--- src/rtl/wide_bus_slave_adapter.sv ---
module wide_bus_slave_adapter #(
  parameter int AW        = 32,
  parameter int BUS_W     = 64,
  parameter int SLV_W     = 32,
  parameter bit REPLICATE = 1'b1
) (
  input  logic             clk,
  input  logic             rst_n,
  input  logic             m_sel,
  input  logic [AW-1:0]    m_addr,
  input  logic [1:0]       m_trans,
  input  logic             m_write,
  input  logic [2:0]       m_size,
  input  logic             m_ready,
  input  logic [BUS_W-1:0] m_wdata,
  output logic [BUS_W-1:0] m_rdata,
  output logic             m_readyout,
  output logic             m_resp,
  output logic             s_sel,
  output logic [AW-1:0]    s_addr,
  output logic [1:0]       s_trans,
  output logic             s_write,
  output logic [2:0]       s_size,
  output logic             s_ready,
  output logic [SLV_W-1:0] s_wdata,
  input  logic [SLV_W-1:0] s_rdata,
  input  logic             s_readyout,
  input  logic             s_resp
);
  localparam int LANES    = BUS_W / SLV_W;
  localparam int LSB      = $clog2(SLV_W / 8);
  localparam int LW       = (LANES > 1) ? $clog2(LANES) : 1;
  localparam int MAX_SIZE = LSB;

  logic [LW-1:0]    lane_q;
  logic             err1_q, err2_q;
  logic             oversize, err_hit;
  logic [SLV_W-1:0] wlane [LANES];

  assign oversize = m_size > 3'(MAX_SIZE);
  assign err_hit  = m_sel & m_trans[1] & m_ready & oversize;

  assign s_sel   = m_sel & ~err_hit;
  assign s_addr  = m_addr;
  assign s_trans = m_trans;
  assign s_write = m_write;
  assign s_size  = m_size;
  assign s_ready = m_ready;

  always_ff @(posedge clk or negedge rst_n) begin
    if (!rst_n) begin
      lane_q <= '0;
      err1_q <= 1'b0;
      err2_q <= 1'b0;
    end else begin
      if (m_ready) lane_q <= m_addr[LSB +: LW];
      err1_q <= err_hit;
      err2_q <= err1_q;
    end
  end

  assign m_readyout = err1_q ? 1'b0 : (err2_q ? 1'b1 : s_readyout);
  assign m_resp     = err1_q | err2_q | s_resp;

  for (genvar i = 0; i < LANES; i++) begin : g_wlane
    assign wlane[i] = m_wdata[i*SLV_W +: SLV_W];
  end
  assign s_wdata = wlane[lane_q];

  if (REPLICATE) begin : g_rep
    assign m_rdata = {LANES{s_rdata}};
  end else begin : g_gate
    logic [BUS_W-1:0] rd_hold;
    always_ff @(posedge clk or negedge rst_n) begin
      if (!rst_n) rd_hold <= '0;
      else        rd_hold <= m_rdata;
    end
    for (genvar i = 0; i < LANES; i++) begin : g_lane
      assign m_rdata[i*SLV_W +: SLV_W] =
        (lane_q == LW'(i)) ? s_rdata : rd_hold[i*SLV_W +: SLV_W];
    end
  end
endmodule

--- config.mk ---
export PLATFORM = sky130hd
export DESIGN_NAME = wide_bus_slave_adapter
export DESIGN_NICKNAME = d
export VERILOG_FILES = /design/src/rtl/wide_bus_slave_adapter.sv
export SDC_FILE = /design/constraint.sdc
export NUM_CORES = 1
export LEC_CHECK = 0
export BUFFER_PORTS_ARGS = -buffer_cell sky130_fd_sc_hd__buf_2
export CAP_MARGIN = 30
export CORE_AREA = 2 2 106 108
export CTS_BUF_LIST = sky130_fd_sc_hd__clkbuf_16
export DETAILED_ROUTE_END_ITERATION = 12
export DIE_AREA = 0 0 108 110
export GPL_TIMING_DRIVEN = 1
export MAX_ROUTING_LAYER = met4
export SLEW_MARGIN = 20
export SYNTH_ARGS = -nofsm -noshare
export SYNTH_HDL_FRONTEND = slang
export SYNTH_SLANG_ARGS = --single-unit
--- constraint.sdc ---
create_clock -name clk -period 1.1 [get_ports clk]
set_input_delay 0.055 -clock clk [delete_from_list [all_inputs] [get_ports clk]]
set_output_delay 0.055 -clock clk [all_outputs]
set_load 0.01 [all_outputs]
Yosys cells after proc, flatten, opt, wreduce, memory -nomap -nowiden
Cells that the tools add are included.
{"block": "word_totals", "reg_bits": 3, "inputBits": 140, "output_inout_bits": 138, "word_cells": 18}
{"block": "op_classes", "order_cmp": 2, "n_mux": 5, "bitwise": 8}
{"cell": "$mux W32", "n": 3}
{"cell": "$and A1 B1 Y1", "n": 4}
{"cell": "$gt A3 B2 Y1 const B", "n": 1}
{"cell": "$ge A2 B2 Y1 const B", "n": 1}
{"cell": "$mux W1", "n": 2}
{"cell": "$not A1 Y2", "n": 1}
{"cell": "$or A1 B1 Y1", "n": 2}
{"cell": "$not A1 Y1", "n": 1}

Depth between registers and ports, before layout
Gate-level depths: netlist of run 1.
{"block": "depth", "depth_word": 5, "mapped_depth": 3, "mapped_depth_nobuf": 2}

Least setup slack after synthesis of run 1
OpenSTA, ideal clock, no wires.
{"block": "synth_timing", "kind": "reg-to-reg", "from": "register, netlist name lane_q", "to": "register lane_q", "setup_time_ns": 0.125, "arrival_time_ns": 0.873, "required_time_ns": 0.975, "path_slack_ns": 0.102, "path_stages_with_launch": 4, "n_path_buf": 2, "cell_sequence": "dfrtp_1 > buf_6 > buf_12 > mux2_2"}
{"element": "end signal: assignment", "line_no": "56", "source": "if (m_ready) lane_q <= m_addr[LSB +: LW];"}
{"element": "end: declaration", "line_no": "35", "source": "logic [LW-1:0] lane_q;"}

Worst setup path in the final report of run 1
{"block": "layout_timing", "from": "register lane_q", "to": "output s_wdata[28]"}
{"block": "layout_between", "elab_chain_len": 4}
{"element": "$not A1 Y2 (not written as such)", "line_no": "68", "source": "assign s_wdata = wlane[lane_q];"}
{"element": "$mux W32 (not written as such) (3 in a row)", "line_no": "68"}
{"element": "end: declaration", "line_no": "25", "source": "output logic [SLV_W-1:0] s_wdata,"}
Every way passes these cells. The select of a mux whose other input is x is not followed.

==> metrics.txt, run 1 <==
status finished with violations; failing checks negative setup slack; final instance area ~1600 um^2; largest net degree at the start of global routing 16; mapped cell area around 1400 um^2; synth cell count leaders buf_4 (103), mux2_4 (29), mux2_2 (4); final hold vios 0; Inserted Diodes 0; post-detailed-route count of antenna-violating nets 0; CTS Root Cell clkbuf_16; vias in the first global route ~940; area share of the largest cell type after synthesis 0.538; setup violators final 33; CTS buffer count 3; worst hold-check path type in2reg; sequential fraction of the synthesis area 0.0522; layout cells sized above 1 0.934; crit path time final about 1300 ps; Yosys reg bits 3; DIE HEIGHT 110 um; critical hold path startpoint m_trans[1]; RSZ-0062 raised after global routing true; EDFF count, synth 0; IO buf count 115; non-filler instance count after layout 307; mean post-synth cell area 9.58 um^2; pwr/cell area ~900 nW/um^2; Worst Skew between 0.03 and 0.04 ps; RePlAce Congestion 0.730; clk_lat worst skew about 220 ps; vias post-DR approximately 950; Die Width 108 um; floorplan row count 38; synthesis-to-finish area growth 12.5%; Async S/R FF share, synth 1.00; post-route setup slack -242 ps; reg2reg start lane_q; Placed Cells roughly 300; Fill cells approximately 1,200; IO Count 278; Clock Sinks 3; fin. max-slew vios 0; Synthesis Warnings 0; DRC viols 0; nature of the critical path startpoint flop; Mapped Cells 150; relative slew slack 0.875; initial detailed-routing violation count 25; core box area around 11,000 um^2; highest clock rate between 700 and 800 MHz; ys flop type dfrtp_1; Leakage roughly 0.00088 uW; full die area about 12,000 um^2; post-DP HPWL 3230 um; CTS clk-pin slew, worst paths about 30 ps; WS Path Type reg2out; kind of end point of the critical path output port; DR WL/cell approximately 13 um; drt first pass iters 2; Total GRT Usage 0.0591; initial antenna violation count 0; Initial Util 0.134; Clock Tree Buf Depth 2; area leader, netlist buf_4; Nets 308; peak supply drop between 700 and 800 uV; Synth area leaders buf_4 (54%), mux2_4 (30%), dfrtp_1 (5.2%), buf_12 (4.2%), mux2_2 (3.1%); max-cap viol count 0; placed cell areas 1390 um^2; Detailed Route WL between 3000 and 4000 um; grt total ovfl 0; Final Cycle Share 1.22; Worst Path Required approximately 1000 ps; cell with the most instances after synthesis buf_4; Mapped Nets a little under 300; DR vias/cell 3.09; CTS H-tree depth 1; CP Max Fanout 12; Slew @ Worst Pin about 190 ps; Yosys cell types 12; Critical Path Start lane_q; global-route wire length before repair approximately 5000 um; WP data arrival around 1300 ps; CTS tree yes
==> kinds of logic (layout without fill, tap and decap cells) <==
family | count (synthesis) | in the layout | share of synthesized area
multiplexers | 33 | 33 | 0.334
buffers and inverters | 107 | 124 | 0.587
AO/OA/AOI/OAI | 2 | 2 | 0.00870
AND/OR/NAND/NOR | 5 | 5 | 0.0174
flip-flops | 3 | 3 | 0.0522
==> flip-flops by register name, summed over array words and instances, names as in the netlist <==
name / cells
lane_q: 1
err2_q: 1
err1_q: 1
==> cell type report <==
cell class	instances	area (um^2)	area share
sequential	3	76.3	0.0472
timing repair buffer	120	766	0.473
clock inverter	1	3.75	0.00232
tap	140	175	0.108
multi-input combinational	40	522	0.323
clock buffer	3	75.1	0.0464
==> through the flow <==
stage	total power (uW)	utilization	hold WS, ps	worst slack, ps	TNS (ps)
5_1_grt	1570	0.151	110	-283	-8500
3_5_place_dp	823	0.130	-135	-49.3	-421
3_3_place_gp	813	0.130	-130	-38.6	-100
6_report	1480	0.151	100	-242	-7270
2_1_floorplan	917	-	-241	102	0
4_1_cts	1500	0.151	99.2	-262	-7770
==> final timing paths <==
kind	to	slack (ps)	cells past startpoint
min	err1_q	100	3
max in group asynchronous	lane_q	780	2
max reg2reg	lane_q	50	2
min in group asynchronous	err1_q	190	2
min reg2reg	err2_q	490	1
max	s_wdata[28]	-240	3
==> critical path, stage by stage (launching register included) <==
cell and delay [ps]:
dfrtp_2 410, buf_12 170, mux2_2 350, buf_6 120
==> routing by layer <==
metal  global-route usage  up-vias  wire, um
met1               0.0611      395      1360
met5                    -        -         0
li1                     -      415         -
met4               0.0147        0        24
met2               0.0750      137      1670
met3               0.0635        2       807
==> where the power goes <==
group / total, uW / switching, uW / internal, uW
clock network: 560 / 92.3 / 468
registers: 127 / 8.81 / 118
logic: 798 / 295 / 502
==> placed cells by master (no fill, tap or decap) <==
cell           count
buf_4              2
nor3b_1            1
nand2_1            1
buf_2             95
a21oi_1            1
mux2_4            30
buf_12             2
nor2_1             2
buf_6             20
clkbuf_16          3
or3_1              1
dlygate4sd3_1      1
o21a_1             1
mux2_2             3
inv_1              1
dfrtp_1            2
dfrtp_2            1
==> repair_timing <==
action | in CTS | in global routing
endpoints found under the hold margin | 3 | 0
gates cloned | 0 | 0
endpoints found under the setup margin | 33 | 33
pin swaps | 1 | 0
hold buffers | 1 | 0
gates resized for setup | 20 | 1
setup buffers | 1 | 0
(Power assumes the default switching activity.)
==> run 2, diff against run 1 <==
--- a/config.mk
+++ b/config.mk
@@ -5,12 +5,13 @@
 export SDC_FILE = /design/constraint.sdc
 export NUM_CORES = 1
 export LEC_CHECK = 0
+export ABC_AREA = 1
 export BUFFER_PORTS_ARGS = -buffer_cell sky130_fd_sc_hd__buf_2
 export CAP_MARGIN = 30
-export CORE_AREA = 2 2 106 108
+export CORE_AREA = 2 2 109 111
 export CTS_BUF_LIST = sky130_fd_sc_hd__clkbuf_16
 export DETAILED_ROUTE_END_ITERATION = 12
-export DIE_AREA = 0 0 108 110
+export DIE_AREA = 0 0 111 113
 export GPL_TIMING_DRIVEN = 1
 export MAX_ROUTING_LAYER = met4
 export SLEW_MARGIN = 20
==> run 2 against run 1 <==
  * The flow still finishes with violations (negative setup slack)
  * Critical path depth increased by 2
  * Register-to-register slack better by 120 ps
  * Cell area is 9.0% lower
  * Clock-buffer cell count did not move
  * Combinational power shrank 20%
  * Global-route usage grew 0.12 points
  * Final cell count rose by 25%
  * Sequential cell count is the same
  * Power shrank 11%
  * Fmax grew 8.7%
  * Largest cell class unchanged
  * Highest routed layer unchanged
==> metrics.txt, run 2 <==
Die Width between 100 and 150 um; CP Max Fanout 18; fin util 0.131; IO buf count 115; synth cell count leaders buf_4 (103), nand2_1 (88), nand2_2 (13); Clock Tree Buf Depth 2; global-route wire length before repair between 5000 and 6000 um; Fill cells between 1,000 and 1,500; layout cells sized above 1 0.583; CTS H-tree depth 1; synthesis-to-finish area growth 4.16%; WS Path Type reg2out; CTS clk-pin slew, worst paths 30 ps; Mapped Nets 366; post-DP HPWL ~3300 um; placed cell areas about 1300 um^2; peak supply drop about 400 uV; Mapped Cells 226; worst hold-check path type in2reg; most common cell after layout, fill and taps aside buf_2; RSZ-0062 raised after global routing true; IO Count 278; Async S/R FF share, synth 1.00; final hold vios 0; grt total ovfl 0; Final Power between 1000 and 1500 uW; sequential fraction of the synthesis area 0.0531; max-cap viol count 0; cell with the most instances after synthesis buf_4; largest stage delay on the critical path 400 ps; RePlAce Congestion a little over 0.7; DIE HEIGHT 113 um; Final Cycle Share 1.12; mean post-synth cell area 6.25 um^2; largest registers err1_q x1, err2_q x1, lane_q x1; Synth area leaders buf_4 (55%), nand2_1 (23%), nand2_2 (5.8%), dfrtp_1 (5.3%), clkbuf_8 (2.9%); WP data arrival roughly 1200 ps; largest net degree at the start of global routing 34; highest clock rate between 800 and 900 MHz; CTS tree yes; Slew @ Worst Pin approximately 180 ps; initial detailed-routing violation count 33; vias post-DR between 1,000 and 1,500; DR vias/cell between 3 and 4; setup violators final 32; final instance area approximately 1500 um^2; clk_lat worst skew 220 ps; Total GRT Usage 0.0603; non-filler instance count after layout 383; floorplan row count 39; Synthesis Warnings 0; mapped cell area 1410 um^2; ys flop type dfrtp_1; Leakage roughly 0.00091 uW; initial antenna violation count 0; DR WL/cell 10.1 um; CTS buffer count 3; failing checks negative setup slack; area share of the largest cell type after synthesis 0.547; Placed Cells 378; DRC viols 0; area leader, netlist buf_4; critical path's slowest cell dfrtp_1; Inserted Diodes 0; Yosys reg bits 3; Detailed Route WL roughly 3900 um; most frequent cells in the layout buf_2 (115), nand2_1 (84), nand2_2 (17); post-route setup slack -135 ps; Worst Path Required around 1000 ps; pwr/cell area between 800 and 900 nW/um^2; R2R depth 3; vias in the first global route 1,205; Nets ~380; relative slew slack 0.882; drt first pass iters 4; nature of the critical path startpoint flop; Worst Skew roughly 0.43 ps; fin. max-slew vios 0; CP Cell Sequence buf_12 -> buf_12 -> nand2_1 -> nand2_1 -> buf_2; core box area between 10,000 and 15,000 um^2; status finished with violations; buffer count from post-CTS setup fixing 0; post-detailed-route count of antenna-violating nets 0; Yosys cell types 13; Initial Util 0.125; kind of end point of the critical path output port; worst hold path depth 3; EDFF count, synth 0; full die area between 10,000 and 15,000 um^2; crit path time final approximately 1200 ps; Clock Sinks 3; CTS Root Cell clkbuf_16
-- run 2: cell types whose count changed after synthesis, sizes merged, moves of 2 or more --
cell    before  now
clkbuf       0    3
inv          0    5
mux2        33    0
nand2        1  101
nor2         2    4
-- run 2: timing repair --
item	4_1_cts	5_1_grt
gates resized for setup	7	3
hold endpoints to repair	3	0
hold buffers	1	0
setup endpoints to repair	32	32
-- run 2: cell families (layout without fill, tap and decap cells) --
| kind of cell | after synthesis | in the layout | synth area share |
|---|---|---|---|
| compound gates | 2 | 2 | 0.00708 |
| simple gates | 106 | 106 | 0.306 |
| buf+inv | 115 | 129 | 0.633 |
| flops | 3 | 3 | 0.0531 |
-- run 2: report_power, final --
part / internal [uW] / switching [uW]
clock network: 468 / 92.5
registers: 117 / 5.33
logic: 300 / 339
-- run 2: final cells by class --
class / instances / area (um^2) / area share
Sequential cell: 3 / 75.1 / 0.0510
Inverter: 5 / 45.0 / 0.0306
Clock buffer: 3 / 75.1 / 0.0510
Multi-Input combinational cell: 108 / 453 / 0.308
Tap cell: 143 / 179 / 0.122
Timing Repair Buffer: 120 / 641 / 0.435
Clock inverter: 1 / 3.75 / 0.00255
-- run 2: worst max-delay path: cells and delay by family (launching register included) --
kind | cells | cell delay [ps]
buffers and inverters | 3 | 440
flip-flops | 1 | 400
AND/OR/NAND/NOR | 2 | 120
-- run 2: path summary, 6_finish.rpt --
kind | from | end | slack [ps]
min | m_addr[2] | lane_q | 80
max reg2reg | lane_q | lane_q | 170
min reg2reg | err1_q | err2_q | 420
max | lane_q | s_wdata[30] | -130
min in group asynchronous | rst_n | err1_q | 170
max in group asynchronous | rst_n | lane_q | 830
-- run 2: metrics by stage --
stage	setup slack [ps]	setup TNS [ps]	hold WS, ps
global route	-189	-5250	110
detailed placement	1.68	0	-146
floorplan	248	0	-241
finish	-135	-3420	81.0
global placement	48.9	0	-146
CTS	-148	-4040	83.9
-- run 2: routing by layer --
layer / vias up / share of wire / global-route usage
met2: 112 / 0.46 / 0.103
met1: 485 / 0.34 / 0.0548
li1: 593 / - / -
met3: 42 / 0.14 / 0.0252
met4: 0 / 0.064 / 0.0408
met5: - / 0 / -
==> run 3, diff against run 2 <==
==> constraint.sdc (replaced) <==
create_clock -name clk -period 1.4 [get_ports clk]
set_input_delay 0.07 -clock clk [delete_from_list [all_inputs] [get_ports clk]]
set_output_delay 0.07 -clock clk [all_outputs]
set_load 0.01 [all_outputs]
==> run 3 against run 2 <==
  * The flow now finishes without violations
  * Cell area shrank 4.1%
  * Clock skew is essentially flat
  * Final cell count shrank 0.26%
==> metrics.txt, run 3 (synthesized netlist as in run 2, its figures left out) <==
status completed; Slew @ Worst Pin 231 ps; Nets 380; Fill cells between 1,000 and 1,500; highest clock rate 807 MHz; final hold vios 0; relative slew slack 0.846; post-place setup slack 305 ps; DR vias/cell between 3 and 4; DIE HEIGHT roughly 110 um; initial detailed-routing violation count 27; setup violators final 0; part of the power in combinational logic 0.461; most common cell after layout, fill and taps aside buf_2; DRC viols 0; IO buf count 115; drt first pass iters 4; CTS Root Cell clkbuf_16; Register Area approximately 76 um^2; max-cap viol count 0; worst hold-check path type in2reg; Sw Pwr about 340 uW; multi-input combinational cell area ~440 um^2; Worst Skew about 0.055 ps; Pint 675 uW; CP Max Fanout 33; RSZ-0062 raised after global routing false; Total GRT Usage 0.0579; WP data arrival roughly 1200 ps; vias post-DR between 1,000 and 1,500; flop-to-flop setup slack roughly 500 ps; Hold EP lane_q; Leakage between 0.0008 and 0.0009 uW; setup TNS 0 ps; CTS buffer count 3; Die Width 111 um; Detailed Route WL between 3000 and 4000 um; DR WL/cell between 10 and 15 um; nature of the critical path startpoint flop; Reg-to-Reg End lane_q; clock share of power 0.441; CP Cell Sequence inv_8 -> nand2_1 -> nand2_1 -> buf_2; most frequent cells in the layout buf_2 (115), nand2_1 (88), nand2_2 (13); grt total ovfl 0; sw frac 0.335; CTS clk-pin slew, worst paths ~30 ps; RePlAce Congestion 0.689; floorplan row count 39; clk_lat worst skew about 220 ps; peak supply drop approximately 280 uV; largest registers err1_q x1, err2_q x1, lane_q x1; Worst path most repeated cell nand2_1; core box area around 11,000 um^2; crit path time final about 1200 ps; Clock Sinks 3; worst hold path depth 3; global-route wire length before repair 5620 um; reg2reg start lane_q; Final Cycle Share 0.885; CTS H-tree depth 1; layout cells sized above 1 0.569; initial antenna violation count 0; Initial Util 0.125; full die area approximately 13,000 um^2; WS Path Type reg2out; Reg power frac 0.098; pwr/cell area 719 nW/um^2; post-detailed-route count of antenna-violating nets 0; IO Count 278; post-DP HPWL between 3000 and 4000 um; post-route setup slack around 160 ps; Inserted Diodes 0; critical path's slowest cell dfrtp_2; kind of end point of the critical path output port; largest stage delay on the critical path approximately 450 ps; fin. max-slew vios 0; largest net degree at the start of global routing 34; Clock Tree Buf Depth 2; critical hold path startpoint m_addr[2]; Worst Path Required around 1300 ps; CTS tree yes; R2R depth 2; synthesis-to-finish area growth -0.0888%; vias in the first global route roughly 1,100
-- run 3: changes by cell type in the layout (fill, tap and decap cells not counted), sizes merged --
cell    previous run  this run
clkinv             1         0
inv                5         6
buf              119       118
-- run 3: metrics by stage --
step                cell area, um^2   util  cells  hold slack [ps]  total power [uW]
finish                         1410  0.125    382             85.7              1010
global placement               1320  0.117    377             -126               580
detailed placement             1320  0.117    377             -127               578
global route                   1410  0.125    382              132              1100
CTS                            1410  0.125    382             98.8              1040
floorplan                      1410      -    226             -226               657
-- run 3: how the worst max path moves through the flow --
stage                   to  cells past startpoint    from  slack, ps
6_report       s_wdata[26]                      4  lane_q        160
3_3_place_gp    s_wdata[5]                      4  lane_q        320
4_1_cts        s_wdata[13]                      4  lane_q         60
2_1_floorplan   s_wdata[0]                      5  lane_q        530
5_1_grt         s_wdata[8]                      4  lane_q         70
3_5_place_dp    s_wdata[5]                      4  lane_q        300
-- run 3: power groups by stage --
stage	Combinational [uW]	Clock, uW	Sequential (uW)
global route	529	468	101
finish	468	447	99.6
detailed placement	478	0	100
global placement	480	0	99.9
floorplan	562	0	94.6
CTS	481	455	99.5
-- run 3: worst max-delay path, delay by kind of cell, from the launching register on --
kind,cells,cell delay (ps)
buf+inv,2,320
simple gates,2,160
flops,1,450
-- run 3: what timing repair did --
action | 4_1_cts | 5_1_grt
hold buffers | 1 | 0
resized for setup | 0 | 1
setup endpoints to repair | 0 | 2
setup buffers | 0 | 0
hold endpoints to repair | 3 | 0
-- run 3: layer usage --
layer	wire, um	vias to the layer above	track usage
met2	1790	112	0.0982
met1	1270	484	0.0506
met3	545	41	0.0268
li1	-	592	-
met5	0	-	-
met4	240	0	0.0433
-- run 3: final cells by class --
type | instances | share of cell area
Timing Repair Buffer | 119 | 0.431
Multi-Input combinational cell | 108 | 0.314
Tap cell | 143 | 0.127
Sequential cell | 3 | 0.0541
Clock buffer | 3 | 0.0532
Inverter | 5 | 0.0186
Clock inverter | 1 | 0.00266
